$ cat config.mk
export PLATFORM = sky130hd
export DESIGN_NAME = dual_timer_unit
export DESIGN_NICKNAME = d
export VERILOG_FILES = /design/src/rtl/dtu_pkg.sv /design/src/rtl/tmr_prescale.sv /design/src/rtl/tmr_fall_detect.sv /design/src/rtl/tmr_counter.sv /design/src/rtl/dual_timer_unit.sv
export SDC_FILE = /design/constraint.sdc
export NUM_CORES = 1
export LEC_CHECK = 0
export BUFFER_PORTS_ARGS = -buffer_cell sky130_fd_sc_hd__buf_2
export CORE_AREA = 2 2 119 92
export CTS_CLUSTER_DIAMETER = 80
export DETAILED_ROUTE_END_ITERATION = 6
export DIE_AREA = 0 0 121 94
export PLACE_DENSITY_LB_ADDON = 0.15
export SLEW_MARGIN = 25
export SYNTH_ARGS = -nofsm -noshare
export SYNTH_HDL_FRONTEND = slang
export SYNTH_SLANG_ARGS = --single-unit
$ cat constraint.sdc
create_clock -name clk -period 5.3 [get_ports clk]
set_clock_uncertainty 0.05 [all_clocks]
set_input_delay 1.59 -clock clk [delete_from_list [all_inputs] [get_ports clk]]
set_output_delay 1.59 -clock clk [all_outputs]
set_load 0.02 [all_outputs]
$ cat src/rtl/dtu_pkg.sv
package dtu_pkg;
  localparam int BYTE_W   = 8;
  localparam int NARROW_W = 5;
  localparam int ADDR_W   = 3;

  typedef enum logic [1:0] {
    MODE_13    = 2'b00,
    MODE_16    = 2'b01,
    MODE_RLD   = 2'b10,
    MODE_SPLIT = 2'b11
  } tmode_e;

  typedef struct packed {
    logic   gate;
    logic   evt;
    tmode_e mode;
  } tcfg_t;

  localparam logic [ADDR_W-1:0] A_MODE = 3'd0;
  localparam logic [ADDR_W-1:0] A_CTRL = 3'd1;
  localparam logic [ADDR_W-1:0] A_LO0  = 3'd2;
endpackage

$ cat src/rtl/tmr_prescale.sv
module tmr_prescale #(
  parameter int DIV = 12
) (
  input  logic clk,
  input  logic rst,
  output logic tick
);
  localparam int CW = (DIV > 1) ? $clog2(DIV) : 1;

  logic [CW-1:0] cnt;

  assign tick = (cnt == CW'(DIV - 1));

  always_ff @(posedge clk) begin
    if (rst)       cnt <= '0;
    else if (tick) cnt <= '0;
    else           cnt <= cnt + 1'b1;
  end

  generate
    if (DIV > 1) begin : g_chk
      a_r7_tick_spacing: assert property (@(posedge clk) disable iff (rst)
        tick |=> !tick);
    end
  endgenerate
endmodule

$ cat src/rtl/tmr_fall_detect.sv
module tmr_fall_detect #(
  parameter int STAGES = 2
) (
  input  logic clk,
  input  logic rst,
  input  logic pin,
  output logic fall
);
  logic [STAGES:0] sr;

  always_ff @(posedge clk) begin
    if (rst) sr <= '0;
    else     sr <= {sr[STAGES-1:0], pin};
  end

  assign fall = sr[STAGES] & ~sr[STAGES-1];

  a_r7_one_pulse_per_edge: assert property (@(posedge clk) disable iff (rst)
    fall |=> !fall);
endmodule

$ cat src/rtl/tmr_counter.sv
module tmr_counter
  import dtu_pkg::*;
(
  input  logic              clk,
  input  logic              rst,
  input  tmode_e            mode,
  input  logic              en_a,
  input  logic              en_b,
  input  logic              wr_lo,
  input  logic              wr_hi,
  input  logic [BYTE_W-1:0] wdata,
  output logic [BYTE_W-1:0] lo,
  output logic [BYTE_W-1:0] hi,
  output logic              ovf_a,
  output logic              ovf_b
);
  logic              any_wr;
  logic [BYTE_W-1:0] nlo, nhi;

  assign any_wr = wr_lo | wr_hi;

  always_comb begin
    nlo   = lo;
    nhi   = hi;
    ovf_a = 1'b0;
    ovf_b = 1'b0;
    if (!any_wr) begin
      unique case (mode)
        MODE_13: if (en_a) begin
          if (lo[NARROW_W-1:0] == '1) begin
            nlo[NARROW_W-1:0] = '0;
            nhi   = hi + 1'b1;
            ovf_a = (hi == '1);
          end else begin
            nlo[NARROW_W-1:0] = lo[NARROW_W-1:0] + 1'b1;
          end
        end
        MODE_16: if (en_a) begin
          {nhi, nlo} = {hi, lo} + 1'b1;
          ovf_a      = ({hi, lo} == '1);
        end
        MODE_RLD: if (en_a) begin
          if (lo == '1) begin
            nlo   = hi;
            ovf_a = 1'b1;
          end else begin
            nlo = lo + 1'b1;
          end
        end
        MODE_SPLIT: begin
          if (en_a) begin
            nlo   = lo + 1'b1;
            ovf_a = (lo == '1);
          end
          if (en_b) begin
            nhi   = hi + 1'b1;
            ovf_b = (hi == '1);
          end
        end
        default: ;
      endcase
    end
    if (wr_lo) nlo = wdata;
    if (wr_hi) nhi = wdata;
  end

  always_ff @(posedge clk) begin
    if (rst) begin
      lo <= '0;
      hi <= '0;
    end else begin
      lo <= nlo;
      hi <= nhi;
    end
  end

  a_r2_upper_bits_hold: assert property (@(posedge clk) disable iff (rst)
    (mode == MODE_13 && !any_wr) |=> lo[BYTE_W-1:NARROW_W] == $past(lo[BYTE_W-1:NARROW_W]));
  a_r3_wrap_to_zero: assert property (@(posedge clk) disable iff (rst)
    (mode == MODE_16 && en_a && !any_wr && lo == '1 && hi == '1) |=> (lo == '0 && hi == '0));
  a_r4_reload_from_high: assert property (@(posedge clk) disable iff (rst)
    (mode == MODE_RLD && en_a && !any_wr && lo == '1) |=> lo == $past(hi));
  a_r11_write_wins: assert property (@(posedge clk) disable iff (rst)
    wr_lo |=> lo == $past(wdata));
endmodule

$ cat src/rtl/dual_timer_unit.sv
module dual_timer_unit
  import dtu_pkg::*;
#(
  parameter int PRESCALE    = 12,
  parameter int SYNC_STAGES = 2
) (
  input  logic              clk,
  input  logic              rst,
  input  logic              bus_we,
  input  logic [ADDR_W-1:0] bus_addr,
  input  logic [BYTE_W-1:0] bus_wdata,
  output logic [BYTE_W-1:0] bus_rdata,
  input  logic [1:0]        evt_pin,
  input  logic [1:0]        gate_in,
  input  logic [1:0]        irq_ack,
  output logic [1:0]        irq
);
  localparam int NTMR  = 2;
  localparam int CFG_W = $bits(tcfg_t);

  logic [NTMR*CFG_W-1:0] mode_q;
  logic [NTMR-1:0]       tr_q, tf_q;
  logic [3:0]            spare_q;
  logic                  rst_q;

  logic                  tick;
  logic [NTMR-1:0]       fall, en_a, en_b, wr_lo, wr_hi, wr_any, ovf_a, ovf_b, set_f;
  logic [BYTE_W-1:0]     lo_q [NTMR];
  logic [BYTE_W-1:0]     hi_q [NTMR];
  tcfg_t                 cfg  [NTMR];
  logic                  split0, wr_mode, wr_ctl;
  logic [BYTE_W-1:0]     rd_mux;
  logic [NTMR-1:0]       tf_wbit;

  tmr_prescale #(.DIV(PRESCALE)) u_pre (.clk(clk), .rst(rst), .tick(tick));

  assign split0  = (cfg[0].mode == MODE_SPLIT);
  assign wr_mode = bus_we && (bus_addr == A_MODE);
  assign wr_ctl  = bus_we && (bus_addr == A_CTRL);
  assign tf_wbit = {bus_wdata[7], bus_wdata[5]};

  generate
    for (genvar i = 0; i < NTMR; i++) begin : g_tmr
      localparam logic [ADDR_W-1:0] LO_A = ADDR_W'(A_LO0 + 2*i);
      localparam logic [ADDR_W-1:0] HI_A = ADDR_W'(A_LO0 + 2*i + 1);
      logic src, allow, halt;

      assign cfg[i]   = mode_q[CFG_W*i +: CFG_W];
      assign wr_lo[i] = bus_we && (bus_addr == LO_A);
      assign wr_hi[i] = bus_we && (bus_addr == HI_A);
      assign wr_any[i] = wr_lo[i] | wr_hi[i];

      tmr_fall_detect #(.STAGES(SYNC_STAGES)) u_edge (
        .clk(clk), .rst(rst), .pin(evt_pin[i]), .fall(fall[i]));

      assign src     = cfg[i].evt ? fall[i] : tick;
      assign allow   = tr_q[i] & (~cfg[i].gate | gate_in[i]);
      assign halt    = (i == 1) ? (split0 | (cfg[1].mode == MODE_SPLIT)) : 1'b0;
      assign en_a[i] = allow & src & ~halt;
      assign en_b[i] = (i == 0) ? (split0 & tr_q[1] & tick) : 1'b0;

      tmr_counter u_cnt (
        .clk(clk), .rst(rst), .mode(cfg[i].mode),
        .en_a(en_a[i]), .en_b(en_b[i]),
        .wr_lo(wr_lo[i]), .wr_hi(wr_hi[i]), .wdata(bus_wdata),
        .lo(lo_q[i]), .hi(hi_q[i]), .ovf_a(ovf_a[i]), .ovf_b(ovf_b[i]));
    end
  endgenerate

  assign set_f[0] = ovf_a[0];
  assign set_f[1] = ovf_a[1] | ovf_b[0];

  always_comb begin
    unique case (bus_addr)
      3'd0:    rd_mux = mode_q;
      3'd1:    rd_mux = {tf_q[1], tr_q[1], tf_q[0], tr_q[0], spare_q};
      3'd2:    rd_mux = lo_q[0];
      3'd3:    rd_mux = hi_q[0];
      3'd4:    rd_mux = lo_q[1];
      3'd5:    rd_mux = hi_q[1];
      default: rd_mux = '0;
    endcase
  end

  always_ff @(posedge clk) begin
    rst_q <= rst;
    if (rst) begin
      mode_q    <= '0;
      tr_q      <= '0;
      tf_q      <= '0;
      spare_q   <= '0;
      bus_rdata <= '0;
    end else begin
      if (wr_mode) mode_q <= bus_wdata;
      if (wr_ctl) begin
        tr_q    <= {bus_wdata[6], bus_wdata[4]};
        spare_q <= bus_wdata[3:0];
      end
      for (int i = 0; i < NTMR; i++) begin
        if (set_f[i])        tf_q[i] <= 1'b1;
        else if (irq_ack[i]) tf_q[i] <= 1'b0;
        else if (wr_ctl)     tf_q[i] <= tf_wbit[i];
      end
      bus_rdata <= rd_mux;
    end
  end

  assign irq = tf_q;

  a_r1_idle_after_reset: assert property (@(posedge clk) disable iff (rst)
    rst_q |-> (tf_q == '0 && tr_q == '0 && mode_q == '0));
  a_r10_hw_set_wins_0: assert property (@(posedge clk) disable iff (rst)
    set_f[0] |=> tf_q[0]);
  a_r10_hw_set_wins_1: assert property (@(posedge clk) disable iff (rst)
    set_f[1] |=> tf_q[1]);
  a_r6_timer1_halted: assert property (@(posedge clk) disable iff (rst)
    ((split0 || cfg[1].mode == MODE_SPLIT) && !wr_any[1]) |=> ($stable(lo_q[1]) && $stable(hi_q[1])));
  a_r8_gate_blocks: assert property (@(posedge clk) disable iff (rst)
    (cfg[0].gate && !gate_in[0] && cfg[0].mode == MODE_16 && !wr_any[0]) |=> $stable(lo_q[0]));
endmodule

==> metrics.cfg <==
[logic_synthesis]
synth_top_cell_by_area=dfxtp_1
syn_inst=570
synth_seq_cells=66
synth.most_common_cell=dfxtp_1
synth_top_area_frac=0.2935
yosysUniqueCellTypes=76
synth_fp_nets=602
syn_avg_cell_area_sq_um=7.898
netlist_top_cells_area=dfxtp_1, a21oi_1, nand2_1, nor2_1, mux2i_1
seq_area_frac_synth=0.2935
ys_async_sr_fraction=0
synth_commonest_cells=dfxtp_1, nand2_1, nor2_1
synth_edf_count=0
netlist_area_sq_um=4502
yosys_warnings=0
synth_ff_type=dfxtp_1

[cells_and_area]
antenna_cells=0
area_growth_pct=9.894
fillers=994
nets=604
postLayoutCoreUtil=0.4884
drive_gt1_frac=0.1317

[timing]
slew_violations=0
worstMarginPinSlew_ns=0.8456
setup_viol=0
final_hold_viol_count=0
slew_headroom=0.4319
finalSetupTns_ns=0
rsz0062_at_grt=no
fmax_ghz=0.2571
timing.final.ws_setup_ns=1.411
finalCritPeriodShare=0.7338
period_needed_ns=3.889

[clock_tree]
cts_buffers=9
clk_latency_ns=0.34
cts-root-buf=clkbuf_16
cts_tree=built
cts-htree-levels=3
cts-resized-gates=0
path_clk_slew_ns=0.06
holdBufCountCts=0
cts_buffer_depth=2
clock_sinks=66
cts_setup_buffers=0

[worst_setup_path]
r2r_end=g_tmr[1].u_cnt.hi[1]
criticalPathCategory=in2reg
rr_worst_depth=8
reg2reg_slack_ns=2.73
endpoint_kind=flop
worstPathMaxFanout=30
crit_path_start_kind=input port
worst_ep_arrival_time_ns=4.07
cp.required_ns=5.48
rr_startpoint=g_tmr[1].u_cnt.lo[0]

[power_and_ir_drop]
p_leak_nw=1.759
max-vdd-ir-drop_uv=229.3
power.density_nw_per_um2=253.3

[routing]
drt_iter0_markers=498
wire_per_inst_um=20.61
vias_per_cell=6.338
ant_nets=0
totalWireLength_mm=14.70
drc=0
dr.pass1.iters=6
vias=4519

[flow_run]
cap_violations=0

[placement]
pre_cts_slack_ns=1.030
portBuffers=29
dp_hpwl_mm=10.26
gp_congestion=0.9285

[worst_hold_path]
hold_depth=1
hold_class=reg2reg
hold_end=g_tmr[1].u_edge.sr[1]
worst_hold_startpoint=g_tmr[1].u_edge.sr[0]

[global_route]
track_usage=0.2686
grt_pass1_wl_mm=23.18
grt_pass1_vias=4075
antenna_found_initial=0
gr-total-overflow=0
grt_max_degree=57

[floorplanning]
num_rows=32
fp.dieW_um=121
start_util=0.4444
core_sq_um=10130
pin_count=30
die_h_um=94
die-area_sq_um=11370

[status]
status=finished, final reports clean

==> worst max-delay path by stage <==
stage,endpoint,from
floorplan,g_tmr[0].u_cnt.hi[4],bus_addr[2]
CTS,g_tmr[0].u_cnt.hi[7],bus_addr[1]
global placement,g_tmr[0].u_cnt.hi[4],bus_addr[1]
global route,g_tmr[0].u_cnt.hi[7],bus_addr[1]
detailed placement,g_tmr[0].u_cnt.hi[7],bus_addr[1]
finish,g_tmr[0].u_cnt.hi[4],bus_addr[1]
==> cells by family after synthesis <==
| logic type | Yosys count | synth area share |
|---|---|---|
| mux | 26 | 0.06559 |
| fa+ha+maj | 12 | 0.03335 |
| xor+xnor | 8 | 0.01556 |
| buf+inv | 54 | 0.05419 |
| simple gates | 224 | 0.2571 |
| flops | 66 | 0.2935 |
| compound gates | 180 | 0.2807 |
==> layout by cell type, fill, tap and decap left out, types with 7 or more instances in the layout <==
cell       Yosys  final
dfxtp_1       66     66
nand3_1       23     23
a21oi_1       44     44
o32ai_1        7      7
buf_2         11     29
clkbuf_16      0      9
nand2_1       56     56
nand4_1       11     11
mux2i_1       16     16
inv_1         13     13
a31oi_1       13     13
ha_1          12     12
nor3_1        11     11
mux2_2         8      8
nand2b_1      12     12
a22oi_1        9      9
nor2b_1       10     10
nor2_1        56     56
o21ai_0       29     29
==> registers in the layout, indices dropped and copies added, names as in the netlist <==
signal and count:
tr_q 2, u_pre.cnt 4, g_tmr.u_cnt.hi 16, irq 2
bus_rdata 8, g_tmr.u_cnt.lo 16, spare_q 4, mode_q 8
g_tmr.u_edge.sr 6
==> critical path, stage by stage <==
cell and delay [ns]:
buf_2 0.46, and4b_1 0.86, a21oi_1 0.12, a21oi_2 0.48
o21ai_1 0.21, o221a_2 0.33
==> per-stage QoR <==
stage / power, mW / hold WS (ns) / instance area, sq um / std cells
2_1_floorplan: 0.6178 / 0.3638 / 4502 / 570
3_3_place_gp: 0.6573 / 0.3757 / 4651 / 697
3_5_place_dp: 0.6591 / 0.3832 / 4651 / 697
4_1_cts: 1.256 / 0.3966 / 4947 / 713
5_1_grt: 1.298 / 0.4130 / 4947 / 713
6_report: 1.253 / 0.3878 / 4947 / 713
==> per-layer routing <==
layer	share of wire	up-vias	track usage
met2	0.41	233	0.3773
met3	0.10	18	0.06189
met1	0.48	2120	0.4047
li1	-	2148	-
met5	0	-	0
met4	0.014	0	0.07364
==> cell type report <==
type	instances	area, sq um	share of cell area
inverters	13	48.80	0.009863
repair buffers	32	167.7	0.03389
multi-input cells	450	2943	0.5948
clock inverters	5	53.80	0.01088
clock buffers	11	242.7	0.04906
well taps	136	170.2	0.03440
flip-flops and latches	66	1321	0.2671
==> where the power goes <==
group | internal (mW) | switching (mW)
registers | 0.509 | 0.0188
logic | 0.0437 | 0.0802
clock network | 0.375 | 0.226
total | 0.928 | 0.325
Note: power is estimated with default switching activity, not from simulation.
